## src/rtl/clk_stall_arbiter.sv

```systemverilog
module clk_stall_arbiter #(
  parameter int CNT_W = 16,
  parameter int RSN_W = 3
) (
  input  logic             clk,
  input  logic             rst,
  input  logic             hdr_active,
  input  logic             phase_valid,
  input  logic [1:0]       phase_sel,
  input  logic [2:0]       xfer_kind,
  input  logic             i2c_mode,
  input  logic             at_end,
  input  logic             ctrl_ended,
  input  logic             cmd_stop,
  input  logic             cmd_resp,
  input  logic             prev_stop,
  input  logic             ccc_followup,
  input  logic             tx_empty,
  input  logic             rx_full,
  input  logic             cmd_avail,
  input  logic             cmdq_empty,
  input  logic             resp_full,
  input  logic             ibi_full,
  input  logic             cnt_clear,
  output logic             stall_req,
  output logic [RSN_W-1:0] stall_reason,
  output logic [CNT_W-1:0] stall_cycles
);

  localparam logic [1:0] PH_ACK = 2'd0, PH_PAR = 2'd1, PH_RDT = 2'd2, PH_IBI = 2'd3;
  localparam logic [2:0] K_WR = 3'd0, K_RD = 3'd1, K_BC = 3'd2, K_DW = 3'd3,
                         K_DR = 3'd4, K_NP = 3'd5, K_IB = 3'd6, K_AR = 3'd7;
  localparam logic [RSN_W-1:0] RS_NONE = 'd0, RS_TX = 'd1, RS_RX = 'd2, RS_CMD = 'd3,
                               RS_RESP = 'd4, RS_IBI = 'd5, RS_CQ = 'd6;
  localparam logic [CNT_W-1:0] CNT_MAX = '1;

  logic             stall_q;
  logic [RSN_W-1:0] reason_q;
  logic [RSN_W-1:0] cand;
  logic             hold;
  logic             is_wr, is_rd;

  assign is_wr = (xfer_kind == K_WR) || (xfer_kind == K_BC) || (xfer_kind == K_DW);
  assign is_rd = (xfer_kind == K_RD) || (xfer_kind == K_DR);

  always_comb begin
    cand = RS_NONE;
    if (at_end) begin
      if (phase_sel != PH_IBI) begin
        if (xfer_kind == K_WR && ctrl_ended) begin
          if (!cmd_stop && !cmd_avail)      cand = RS_CMD;
          else if (cmd_resp && resp_full)   cand = RS_RESP;
        end else if (xfer_kind == K_RD) begin
          if (!cmd_stop && !cmd_avail)                    cand = RS_CMD;
          else if (cmd_resp && ctrl_ended && resp_full)   cand = RS_RESP;
        end
      end
    end else begin
      case (phase_sel)
        PH_ACK: begin
          if (i2c_mode && xfer_kind == K_WR) begin
            if (tx_empty)     cand = RS_TX;
            else if (rx_full) cand = RS_RX;
          end else if (!prev_stop) begin
            if (is_wr && tx_empty)      cand = RS_TX;
            else if (is_rd && rx_full)  cand = RS_RX;
            else if (xfer_kind == K_NP) begin
              if (ccc_followup && cmdq_empty) cand = RS_CQ;
              else if (cmd_resp && resp_full) cand = RS_RESP;
            end
          end
        end
        PH_PAR:  if (is_wr && tx_empty) cand = RS_TX;
        PH_RDT:  if (is_rd && rx_full)  cand = RS_RX;
        default: if ((xfer_kind == K_IB || xfer_kind == K_AR) && ibi_full) cand = RS_IBI;
      endcase
    end
  end

  always_comb begin
    case (reason_q)
      RS_TX:   hold = tx_empty;
      RS_RX:   hold = rx_full;
      RS_CMD:  hold = !cmd_avail;
      RS_RESP: hold = resp_full;
      RS_IBI:  hold = ibi_full;
      RS_CQ:   hold = cmdq_empty;
      default: hold = 1'b0;
    endcase
  end

  always_ff @(posedge clk) begin
    if (rst || hdr_active) begin
      stall_q  <= 1'b0;
      reason_q <= RS_NONE;
    end else if (stall_q) begin
      if (!hold) begin
        stall_q  <= 1'b0;
        reason_q <= RS_NONE;
      end
    end else if (phase_valid && cand != RS_NONE) begin
      stall_q  <= 1'b1;
      reason_q <= cand;
    end
  end

  always_ff @(posedge clk) begin
    if (rst || cnt_clear)                       stall_cycles <= '0;
    else if (stall_q && stall_cycles != CNT_MAX) stall_cycles <= stall_cycles + 1'b1;
  end

  assign stall_req    = stall_q && !hdr_active;
  assign stall_reason = stall_req ? reason_q : RS_NONE;


  hdr_clears_chk: assert property (@(posedge clk) disable iff (rst)
    hdr_active |=> !stall_q);


  start_needs_strobe_chk: assert property (@(posedge clk) disable iff (rst)
    $rose(stall_q) |-> $past(phase_valid));


  reason_stable_chk: assert property (@(posedge clk) disable iff (rst)
    (stall_q && $past(stall_q)) |-> $stable(reason_q));


  ibi_cause_chk: assert property (@(posedge clk) disable iff (rst)
    (stall_q && reason_q == RS_IBI) |-> $past(ibi_full));


  cnt_monotonic_chk: assert property (@(posedge clk) disable iff (rst)
    !cnt_clear |=> stall_cycles >= $past(stall_cycles));

endmodule

```

## config.mk

```make
export PLATFORM = sky130hd
export DESIGN_NAME = clk_stall_arbiter
export DESIGN_NICKNAME = d
export VERILOG_FILES = /design/src/rtl/clk_stall_arbiter.sv
export SDC_FILE = /design/constraint.sdc
export NUM_CORES = 1
export LEC_CHECK = 0
export ABC_CLOCK_PERIOD_IN_PS = 2000
export BUFFER_PORTS_ARGS = -buffer_cell sky130_fd_sc_hd__buf_2
export CORE_AREA = 3 3 57 59
export CTS_CLUSTER_DIAMETER = 100
export DETAILED_ROUTE_END_ITERATION = 10
export DIE_AREA = 0 0 60 62
export PLACE_DENSITY = 0.79
export SETUP_SLACK_MARGIN = 0.1
export SLEW_MARGIN = 20
export SYNTH_ARGS = -nofsm -noshare
export SYNTH_HDL_FRONTEND = slang
export SYNTH_SLANG_ARGS = --single-unit
```

## constraint.sdc

```tcl
create_clock -name clk -period 2 [get_ports clk]
set_input_delay 0.4 -clock clk [delete_from_list [all_inputs] [get_ports clk]]
set_output_delay 0.4 -clock clk [all_outputs]
set_load 0.02 [all_outputs]
```

==> key figures <==
Outcome
  – Outcome: completed

Worst setup path
  – Worst EP arrival: 1.35 ns
  – Minimum setup slack among reg-to-reg paths: 0.26 ns
  – Endpoint of the worst-slack reg-to-reg timing path: reason_q[1]
  – Register-to-Register Path Depth: 6
  – Kind of launch point of the worst setup path: register
  – Setup crit start: stall_q
  – Startpoint of the lowest-slack register-to-register path: reason_q[1]
  – Maximum fanout encountered on the critical timing path: 9
  – Critical path capture point type: primary output
  – Path type of the worst setup path: reg -> out
  – WP data required: 1.60 ns

Power
  – Worst VDD drop: 0.480 mV
  – Total power per unit cell area: 472 nW/µm²
  – Final Total Pwr: 0.721 mW
  – Leakage power figure: 0.639 nW

Min path
  – WHS Path Cells: 3
  – Destination of the worst hold path: reason_q[1]
  – Hold_sp: rst
  – Worst hold-check path type: in -> reg

CTS
  – Clock input transition at the sequential cells of the worst setup and hold paths: 0.11 ns
  – CTS tree: built
  – Insertion delay of the later-clocked pin in the worst-skew pair: 0.29 ns
  – # H-tree levels: 1
  – Worst-case clock buffer depth: 2
  – TritonCTS buffer count: 3
  – TritonCTS sink count: 20
  – Cell at the root of the clock tree: clkbuf_4
  – Post-CTS Repair Setup Buffers: 0

Timing
  – RSZ-0062 raised after global routing: no
  – Pins Over Slew Limit: 0
  – Min Clock Period, post-route: 1.75 ns
  – Tcrit/Tclk final: 0.873
  – Final-layout setup total negative slack: 0 ns
  – Setup skew after layout: 0.00256 ns
  – Slew Limit Headroom: 0.777
  – Setup-failing EPs final: 0
  – Number of endpoints with negative hold slack in the final report: 0
  – Worst slew pin tran: 0.332 ns
  – Achievable Freq: 0.573 GHz

Floorplanning
  – Full die area: 3720 µm²
  – Die width: 60 µm
  – Starting density of the core: 0.455
  – Standard cell core area: 2760 µm²
  – Number of cell rows: 19
  – Y dimension of the die: 62 µm
  – Boundary Pins: 43

Synth
  – Netlist Area Pre-Place: 1250 µm²
  – Number of enable-type register cells in the synthesized netlist: 0
  – Yosys warning count: 0
  – Post-synthesis area per instance: 8.60 µm²
  – Share of flip-flops with an asynchronous set or reset after synthesis: 0
  – Sequential cell area fraction in the yosys report: 0.319
  – Count of mapped cells out of synthesis: 146
  – Post-synthesis register bit count: 20
  – Synth cell types: 50
  – Total nets after synthesis: 170
  – Most used flip-flop cell after synthesis: dfxtp_1

Route
  – Total iterations of the first detailed-routing run: 4
  – Total number of vias: 1218
  – Wire length per cell after detailed routing: 13.5 µm
  – Number of nets still failing antenna checks after routing: 0
  – Total routed wirelength: 2.95 mm
  – DRC viols: 0
  – Average via count per standard cell: 5.56
  – Number of DRC markers in iteration 0: 75

Placement
  – Area post-placement: 1490 µm²
  – Port buffer count: 42
  – Total placed cells including tap cells: 215
  – HPWL after detailed placement: 2.34 mm
  – Final RePlAce weighted congestion: 0.799

Cells and area
  – Post-layout instance count excluding filler cells: 219
  – Number of filler instances in the final layout: 259
  – Final core area utilization: 0.554
  – Share of post-route cells with drive strength above 1: 0.335
  – Area growth from synthesis to layout: 21.6%
  – Design area: 1530 µm²
  – NumNets Final: 213
  – Number of antenna diodes: 0

Global route
  – Largest net degree at the start of global routing: 17
  – Residual overflow from global routing: 0
  – Initial antenna violation count: 0
  – Total routing usage reported by global routing: 0.163
  – Via count of the first global-routing pass: 1101
  – First-pass GRT wire length: 4.77 mm

Flow run
  – Number of violations of the max-capacitance limit: 0
-- synthesized netlist by cell type (2+ instances only) --
master	instances	share of area
clkbuf_1	2	0.0060
nand3_1	8	0.032
dfxtp_1	20	0.32
o211ai_1	3	0.018
buf_2	2	0.0080
and3_1	3	0.015
xnor2_1	2	0.014
a21oi_1	2	0.0080
and4_1	2	0.014
nor2_1	19	0.057
and2_1	5	0.025
nand2b_1	3	0.015
a31oi_1	4	0.020
nand2_1	12	0.036
a211oi_1	2	0.012
xor2_1	14	0.098
nand3_2	2	0.016
nand4_1	4	0.020
nor2b_1	5	0.025
a21boi_0	2	0.012
-- cells in the final DEF, fill, tap and decap left out, types with 4 or more instances in the layout --
cell,Yosys,layout
and2_1,5,5
buf_2,2,42
nand2_1,12,12
a31oi_1,4,4
nand3_1,8,8
nand4_1,4,4
nor2_1,19,19
xor2_1,14,14
dfxtp_1,20,19
nor2b_1,5,4
-- how the worst max path moves through the flow --
stage / endpoint / slack (ns) / cells after the start
2_1_floorplan: stall_q / 0.31 / 7
3_3_place_gp: reason_q[1] / 0.16 / 7
3_5_place_dp: stall_q / 0.09 / 7
4_1_cts: reason_q[1] / 0.20 / 6
5_1_grt: stall_cycles[15] / 0.14 / 6
6_report: stall_reason[2] / 0.25 / 3
-- layer usage --
layer	vias up	global-route usage	routed length, µm
met3	2	0.0248	199
li1	615	-	-
met4	0	0.0475	22
met5	-	0	0
met1	564	0.204	1330
met2	37	0.290	1390
-- layout make-up --
cell class / count / area [µm²] / share of cell area
Multi-Input combinational cell: 119 / 821 / 0.538
Clock buffer: 4 / 36.3 / 0.0238
Inverter: 1 / 3.75 / 0.00246
Sequential cell: 20 / 402 / 0.263
Tap cell: 31 / 38.8 / 0.0254
Timing Repair Buffer: 44 / 225 / 0.148
-- power breakdown --
| group | switching (mW) | internal (mW) | total [mW] | leakage (nW) |
|---|---|---|---|---|
| logic | 0.0496 | 0.0384 | 0.0880 | 0.456 |
| registers | 0.00143 | 0.399 | 0.400 | 0.162 |
| clock network | 0.122 | 0.111 | 0.232 | 0.0210 |
| total | 0.173 | 0.548 | 0.721 | 0.639 |
-- worst max-delay path, stage by stage, from the launching register on --
cell and delay, ns:
dfxtp_1 0.49, nor2b_2 0.26, and2_1 0.14, buf_2 0.15
-- per-stage QoR --
step                setup WS [ns]  hold WS, ns
global placement            0.160        0.475
floorplan                   0.314        0.495
finish                      0.254        0.416
global route                0.135        0.434
CTS                         0.201        0.421
detailed placement         0.0866        0.489
-- timing repair --
item                                    CTS  global route
resized for setup                         0             2
endpoints found under the setup margin    0             5
hold buffers                              0             0
-- cells by family after synthesis --
logic type	synth area share
compound gates	0.198
flops	0.319
fa+ha+maj	0.00997
buf+inv	0.0289
simple gates	0.323
mux	0.00897
xor+xnor	0.112
-- registers in the layout, indices dropped and copies added, names as in the netlist --
register      count
reason_q          3
stall_cycles     16
stall_q           1
Note: power is estimated with default switching activity, not from simulation.
